<file path="src/rtl/rsz_pkg.sv">
package rsz_pkg;
   typedef enum logic [1:0] {
      RM_UNITY   = 2'd0,
      RM_INT_UP  = 2'd1,
      RM_FRAC_UP = 2'd2,
      RM_DOWN    = 2'd3
   } rsz_mode_e;

   typedef enum logic [2:0] {
      SQ_IDLE = 3'd0,
      SQ_PREP = 3'd1,
      SQ_STEP = 3'd2,
      SQ_WT   = 3'd3,
      SQ_ADV  = 3'd4,
      SQ_FIN  = 3'd5
   } rsz_state_e;
endpackage

</file>
<file path="src/rtl/rsz_ratio_class.sv">
module rsz_ratio_class
   import rsz_pkg::*;
#(
   parameter int RATIO_W    = 6,
   parameter int MAX_PHASES = 31
) (
   input  logic [RATIO_W-1:0] num_i,
   input  logic [RATIO_W-1:0] den_i,
   output rsz_mode_e          mode_o,
   output logic               bad_o
);
   localparam logic [RATIO_W-1:0] LIMIT = RATIO_W'(MAX_PHASES);
   localparam logic [RATIO_W-1:0] ONE   = RATIO_W'(1);

   always_comb begin
      bad_o = (num_i == '0) || (den_i == '0) || (num_i > LIMIT);
      if (num_i == den_i)      mode_o = RM_UNITY;
      else if (den_i > num_i)  mode_o = RM_DOWN;
      else if (den_i == ONE)   mode_o = RM_INT_UP;
      else                     mode_o = RM_FRAC_UP;
   end
endmodule

</file>
<file path="src/rtl/rsz_seq_divider.sv">
module rsz_seq_divider #(
   parameter int DD_W = 16,
   parameter int DS_W = 7,
   parameter int QW   = 10
) (
   input  logic            clk,
   input  logic            rst_n,
   input  logic            go_i,
   input  logic [DD_W-1:0] dividend_i,
   input  logic [DS_W-1:0] divisor_i,
   output logic [QW-1:0]   quo_o,
   output logic [DS_W-1:0] rem_o,
   output logic            fin_o
);
   localparam int CNT_W = $clog2(DD_W + 1);

   logic [DD_W-1:0]  q_sh;
   logic [DS_W-1:0]  r_acc;
   logic [DS_W-1:0]  dv;
   logic [CNT_W-1:0] cnt;
   logic             run;
   logic [DS_W:0]    r_try;
   logic             fits;

   generate
      if (QW > DD_W) begin : g_bad_qw
         $error("quotient width larger than dividend width");
      end
      if (DD_W < 2) begin : g_bad_dd
         $error("dividend width must be at least 2");
      end
   endgenerate

   assign r_try = {r_acc, q_sh[DD_W-1]};
   assign fits  = r_try >= {1'b0, dv};

   always_ff @(posedge clk or negedge rst_n) begin
      if (!rst_n) begin
         q_sh  <= '0;
         r_acc <= '0;
         dv    <= '0;
         cnt   <= '0;
         run   <= 1'b0;
         fin_o <= 1'b0;
      end else begin
         fin_o <= 1'b0;
         if (go_i) begin
            q_sh  <= dividend_i;
            r_acc <= '0;
            dv    <= divisor_i;
            cnt   <= CNT_W'(DD_W);
            run   <= 1'b1;
         end else if (run) begin
            r_acc <= fits ? DS_W'(r_try - {1'b0, dv}) : r_try[DS_W-1:0];
            q_sh  <= {q_sh[DD_W-2:0], fits};
            cnt   <= cnt - 1'b1;
            if (cnt == CNT_W'(1)) begin
               run   <= 1'b0;
               fin_o <= 1'b1;
            end
         end
      end
   end

   assign quo_o = QW'(q_sh);
   assign rem_o = r_acc;
endmodule

</file>
<file path="src/rtl/rsz_phase_seq.sv">
module rsz_phase_seq
   import rsz_pkg::*;
#(
   parameter int RATIO_W    = 6,
   parameter int MAX_PHASES = 31,
   parameter int WT_LOG2    = 9,
   localparam int IDX_W     = (MAX_PHASES > 1) ? $clog2(MAX_PHASES) : 1,
   localparam int WT_W      = WT_LOG2 + 1
) (
   input  logic               clk,
   input  logic               rst_n,
   input  logic               start,
   input  logic [RATIO_W-1:0] ratio_num,
   input  logic [RATIO_W-1:0] ratio_den,
   output logic               busy,
   output logic               done,
   output logic               ratio_err,
   output logic               resize_en,
   output logic [IDX_W-1:0]   lut_index,
   output logic               ent_valid,
   output logic [WT_W-1:0]    ent_weight,
   output logic [RATIO_W-1:0] ent_adv,
   output logic               ent_down,
   output logic               ent_nearest
);
   localparam int DS_W = RATIO_W + 1;
   localparam int DD_W = WT_LOG2 + RATIO_W + 1;
   localparam int QW   = (WT_W > RATIO_W) ? WT_W : RATIO_W;
   localparam logic [WT_W-1:0] WT_FULL = {1'b1, {WT_LOG2{1'b0}}};

   generate
      if (MAX_PHASES < 1 || MAX_PHASES >= (1 << RATIO_W)) begin : g_bad_phases
         $error("MAX_PHASES must lie in 1 .. 2**RATIO_W-1");
      end
      if (WT_LOG2 < 1) begin : g_bad_wt
         $error("WT_LOG2 must be at least 1");
      end
   endgenerate

   rsz_state_e         st;
   rsz_mode_e          mode_q;
   rsz_mode_e          cls_mode;
   logic               cls_bad;
   logic [RATIO_W-1:0] num_q, den_q;
   logic [IDX_W-1:0]   phase;
   logic [DS_W-1:0]    acc;
   logic [WT_W-1:0]    wt_hold;
   logic               err_q;

   logic               div_go;
   logic [DD_W-1:0]    div_a;
   logic [DS_W-1:0]    div_b;
   logic [QW-1:0]      div_quo;
   logic [DS_W-1:0]    div_rem;
   logic               div_fin;

   rsz_ratio_class #(.RATIO_W(RATIO_W), .MAX_PHASES(MAX_PHASES)) u_class (
      .num_i  (ratio_num),
      .den_i  (ratio_den),
      .mode_o (cls_mode),
      .bad_o  (cls_bad)
   );

   rsz_seq_divider #(.DD_W(DD_W), .DS_W(DS_W), .QW(QW)) u_div (
      .clk        (clk),
      .rst_n      (rst_n),
      .go_i       (div_go),
      .dividend_i (div_a),
      .divisor_i  (div_b),
      .quo_o      (div_quo),
      .rem_o      (div_rem),
      .fin_o      (div_fin)
   );

   logic [DS_W-1:0] num_x, twice_num;
   logic            last_ph;
   logic [DS_W:0]   up_sum;
   logic            up_wrap;
   logic [WT_W-1:0] wt_calc;

   assign num_x     = {1'b0, num_q};
   assign twice_num = {num_q, 1'b0};
   assign last_ph   = (DS_W'(phase) == (num_x - DS_W'(1)));
   assign up_sum    = {1'b0, acc} + (DS_W+1)'(den_q);
   assign up_wrap   = up_sum >= (DS_W+1)'(num_q);
   assign wt_calc   = WT_FULL - WT_W'(div_quo);
   assign busy      = (st != SQ_IDLE);

   always_ff @(posedge clk or negedge rst_n) begin
      if (!rst_n) begin
         st          <= SQ_IDLE;
         mode_q      <= RM_UNITY;
         num_q       <= '0;
         den_q       <= '0;
         phase       <= '0;
         acc         <= '0;
         wt_hold     <= '0;
         err_q       <= 1'b0;
         div_go      <= 1'b0;
         div_a       <= '0;
         div_b       <= '0;
         done        <= 1'b0;
         ratio_err   <= 1'b0;
         resize_en   <= 1'b0;
         lut_index   <= '0;
         ent_valid   <= 1'b0;
         ent_weight  <= '0;
         ent_adv     <= '0;
         ent_down    <= 1'b0;
         ent_nearest <= 1'b0;
      end else begin
         div_go    <= 1'b0;
         done      <= 1'b0;
         ratio_err <= 1'b0;
         ent_valid <= 1'b0;
         unique case (st)
            SQ_IDLE: begin
               if (start) begin
                  num_q  <= ratio_num;
                  den_q  <= ratio_den;
                  mode_q <= cls_mode;
                  phase  <= '0;
                  acc    <= '0;
                  if (cls_bad || cls_mode == RM_UNITY) begin
                     err_q     <= cls_bad;
                     resize_en <= 1'b0;
                     lut_index <= '0;
                     st        <= SQ_FIN;
                  end else begin
                     err_q     <= 1'b0;
                     resize_en <= 1'b1;
                     lut_index <= IDX_W'(ratio_num - 1'b1);
                     if (cls_mode == RM_DOWN) begin
                        div_go <= 1'b1;
                        div_a  <= DD_W'(ratio_den - ratio_num);
                        div_b  <= {ratio_num, 1'b0};
                        st     <= SQ_PREP;
                     end else begin
                        st <= SQ_STEP;
                     end
                  end
               end
            end
            SQ_PREP: begin
               if (div_fin) begin
                  acc <= div_rem;
                  st  <= SQ_STEP;
               end
            end
            SQ_STEP: begin
               if (mode_q == RM_INT_UP) begin
                  ent_valid   <= 1'b1;
                  ent_weight  <= WT_FULL;
                  ent_adv     <= last_ph ? RATIO_W'(1) : '0;
                  ent_down    <= 1'b0;
                  ent_nearest <= 1'b1;
                  phase       <= phase + 1'b1;
                  st          <= last_ph ? SQ_FIN : SQ_STEP;
               end else begin
                  div_go <= 1'b1;
                  div_a  <= DD_W'({acc, {WT_LOG2{1'b0}}});
                  div_b  <= (mode_q == RM_DOWN) ? twice_num : num_x;
                  st     <= SQ_WT;
               end
            end
            SQ_WT: begin
               if (div_fin) begin
                  if (mode_q == RM_DOWN) begin
                     wt_hold <= wt_calc;
                     div_go  <= 1'b1;
                     div_a   <= DD_W'(acc) + DD_W'({den_q, 1'b0});
                     div_b   <= twice_num;
                     st      <= SQ_ADV;
                  end else begin
                     acc         <= up_wrap ? DS_W'(up_sum - (DS_W+1)'(num_q))
                                            : DS_W'(up_sum);
                     ent_valid   <= 1'b1;
                     ent_weight  <= wt_calc;
                     ent_adv     <= up_wrap ? RATIO_W'(1) : '0;
                     ent_down    <= 1'b0;
                     ent_nearest <= 1'b0;
                     phase       <= phase + 1'b1;
                     st          <= last_ph ? SQ_FIN : SQ_STEP;
                  end
               end
            end
            SQ_ADV: begin
               if (div_fin) begin
                  acc         <= div_rem;
                  ent_valid   <= 1'b1;
                  ent_weight  <= wt_hold;
                  ent_adv     <= RATIO_W'(div_quo);
                  ent_down    <= 1'b1;
                  ent_nearest <= 1'b0;
                  phase       <= phase + 1'b1;
                  st          <= last_ph ? SQ_FIN : SQ_STEP;
               end
            end
            SQ_FIN: begin
               done      <= 1'b1;
               ratio_err <= err_q;
               st        <= SQ_IDLE;
            end
            default: st <= SQ_IDLE;
         endcase
      end
   end
endmodule

</file>
<file path="config.mk">
export PLATFORM = sky130hd
export DESIGN_NAME = rsz_phase_seq
export DESIGN_NICKNAME = d
export VERILOG_FILES = /design/src/rtl/rsz_pkg.sv /design/src/rtl/rsz_ratio_class.sv /design/src/rtl/rsz_seq_divider.sv /design/src/rtl/rsz_phase_seq.sv
export SDC_FILE = /design/constraint.sdc
export NUM_CORES = 1
export LEC_CHECK = 0
export CORE_UTILIZATION = 55
export DETAILED_ROUTE_END_ITERATION = 10
export DONT_BUFFER_PORTS = 1
export PLACE_DENSITY = 0.7
export SYNTH_ARGS = -nofsm -noshare
export SYNTH_HDL_FRONTEND = slang
export SYNTH_SLANG_ARGS = --single-unit
</file>
<file path="constraint.sdc">
create_clock -name clk -period 5.9 [get_ports clk]
set_clock_uncertainty 0.1 [all_clocks]
set_input_delay 1.18 -clock clk [delete_from_list [all_inputs] [get_ports clk]]
set_output_delay 1.18 -clock clk [all_outputs]
set_load 0.02 [all_outputs]
</file>
==> metrics.md <==
| Metric | Value |
|---|---|
| Outcome | `finished, final reports clean` |
| TritonCTS buffer count | `17` |
| Routed len/inst | `20.26 um` |
| PortBufs | `0` |
| VDD IR max | `0.5080 mV` |
| Syn Nets | `886` |
| CTS root buffer | `clkbuf_16` |
| Clock Tree Buf Depth | `2` |
| Initial antenna violation count | `0` |
| Top post-synthesis cells by area | `dfrtp_1, ha_1, nand2_1` |
| Mapped Cells | `828` |
| First-pass GRT wire length | `32.35 mm` |
| Seq/Total Area, Yosys | `41.20%` |
| Rows | `43` |
| CP required | `6110 ps` |
| Die area | `14610 um^2` |
| Clock slew at reported path FFs | `60 ps` |
| Routed WL | `20.24 mm` |
| Congestion Overflow GR | `0` |
| Minimum clock period | `3977 ps` |
| CTS tree | `yes` |
| Post-Syn Area | `7774 um^2` |
| Worst-Margin Slew | `989.9 ps` |
| Syn. warnings | `0` |
| Die X | `120.9 um` |
| Largest net degree at the start of global routing | `129` |
| CP Launch Type | `register` |
| Cell Pwr Density | `665.8 nW/um^2` |
| Most common cell in the netlist | `dfrtp_1` |
| Starting DRT DRC Count | `471` |
| Setup bufs post-CTS | `0` |
| Final Setup Violations | `0` |
| Distinct cells, synth | `68` |
| Final Hold Viols | `0` |
| Fin. max-slew vios | `0` |
| Placed Area | `7849 um^2` |
| Antenna diodes | `0` |
| Worst Setup Path Type | `reg -> reg` |
| Layout cells sized above 1 | `8.425%` |
| Chip height | `120.9 um` |
| Final net count | `864` |
| DRT Pass-1 Iters | `5` |
| Ports | `43` |
| CTS Sinks | `128` |
| Core Box Area | `13830 um^2` |
| Initial Util | `56.22%` |
| Max Clk Rate | `251.5 MHz` |
| Number of synthesized flops with an enable pin | `0` |
| Hold slack | `349.2 ps` |
| FF+latch count, synth | `128` |
| Via/cell ratio | `6.288` |
| HP Class | `in -> async` |
| Via count | `6282` |
| Mapped Avg Cell Area | `9.389 um^2` |
| Max H-tree Level | `4` |
| Design area | `8514 um^2` |
| Number of global-route vias before repair | `6064` |
| Async SR Flop Fraction | `100.0%` |
| Headroom to the max-slew limit | `33.61%` |
| Top_reg_cell synth | `dfrtp_1` |
| Clk_lat worst skew | `430 ps` |
| Max Cap Violations | `0` |
| Area delta synth->final | `9.528%` |
| Critical Path AT | `4180 ps` |
| Routed Antenna Nets | `0` |
| Remaining DRCs | `0` |
| Leak | `3.869 nW` |
| Hold Buf Count CTS | `0` |
| Commonest cells post-synth | `dfrtp_1, nand2_1, o21ai_0, inv_1, nor2_1` |
| Crit end category | `register` |
| CP Max Fanout | `24` |
| RSZ-0062 raised after global routing | `false` |
| Top-area cell type share of the netlist area | `41.20%` |
| Final TNS setup | `0 ps` |
| Routability cong. | `0.9095` |
| Post-synth top area cell | `dfrtp_1` |
| Global Route Usage Sum | `29.14%` |
| Post-DP HPWL | `15.00 mm` |
| Post-route clock period utilization | `67.40%` |
| Post-CTS Resized | `0` |
## worst paths after layout
| kind | slack [ps] | cells after the start | end | start |
|---|---|---|---|---|
| worst max-delay path | 1920 | 5 | div_b[6] | st[0] |
| worst min-delay path | 350 | 0 | lut_index[3] | rst_n |
| worst max register to register | 1920 | 5 | div_b[6] | st[0] |
| worst min register to register | 380 | 2 | wt_hold[6] | wt_hold[6] |
| max in group asynchronous | 5110 | 0 | num_q[3] | rst_n |
| min in group clk | 380 | 2 | wt_hold[6] | wt_hold[6] |
## registers in the layout, indices dropped and copies added (netlist names), 3 cells and up
| name | cells |
|---|---|
| st | 3 |
| wt_hold | 10 |
| u_div.cnt | 5 |
| u_div.dv | 7 |
| u_div.rem_o | 7 |
| ent_weight | 10 |
| den_q | 6 |
| div_b | 7 |
| lut_index | 5 |
| ent_adv | 6 |
| num_q | 6 |
| acc | 7 |
| phase | 5 |
| div_a | 16 |
| u_div.q_sh | 16 |
## power breakdown
part | leakage [nW] | internal, W | total, W | switching, W
sequential | 1.62 | 0.00125 | 0.00177 | 0.000525
clock | 0.323 | 0.000768 | 0.00118 | 0.000410
combinational | 1.93 | 0.00117 | 0.00272 | 0.00155
total | 3.87 | 0.00318 | 0.00567 | 0.00249
## cell type report
| cell class | count | area, um^2 |
|---|---|---|
| clock buffers | 18 | 439.2 |
| multi-input cells | 600 | 4177 |
| clock inverters | 14 | 226.5 |
| flip-flops and latches | 128 | 3203 |
| fillers | 1114 | 5313 |
| well taps | 180 | 225.2 |
| repair buffers | 6 | 45.04 |
| inverters | 53 | 198.9 |
## kinds of logic after synthesis
logic type               synth area share (%)
AND/OR/NAND/NOR                         15.26
XOR/XNOR                                3.155
multiplexers                            7.082
flip-flops                              41.20
buffers and inverters                   5.070
adder cells (fa/ha/maj)                 7.404
AO/OA/AOI/OAI                           20.83
## metrics by stage
stage	util (%)	total power, W	setup slack (ps)	std cells
2_1_floorplan	-	0.003753	2644	828
3_3_place_gp	56.76	0.004345	2103	967
3_5_place_dp	56.76	0.004454	1957	967
4_1_cts	61.58	0.005654	1954	999
5_1_grt	61.58	0.006068	1632	999
6_report	61.58	0.005669	1923	999
## layer usage
layer | track usage [%] | part of all wire, %
met1 | 38.94 | 46
met2 | 46.00 | 47
met3 | 6.485 | 4.9
met4 | 11.34 | 2.5
met5 | 0 | 0
## worst max-delay path, cell delays in order, from the launching register on
cell and delay, ps:
dfrtp_1 790, and3b_1 600, nand4_1 640, nand2_1 560
a21o_1 750, mux2_2 420
## placed cells by master (no fill, tap or decap), types with 6 or more instances in the layout
cell	instances
nand3_1	13
xnor2_1	21
nor3_1	15
nor3b_1	9
and2_1	6
nand2_1	95
o31ai_1	11
nor2_1	51
a21o_1	10
a31oi_1	12
nand4_1	6
ha_1	38
inv_1	53
a222oi_1	6
a41oi_1	6
buf_4	6
o21a_1	6
a21oi_1	20
xor2_1	7
mux2_4	8
o211ai_1	7
mux2_2	16
nand2b_1	9
nor2b_1	12
mux2i_1	25
o21ai_0	69
clkbuf_16	17
a211oi_1	33
dfrtp_1	128
No activity file was read; power rests on OpenSTA's default activity.
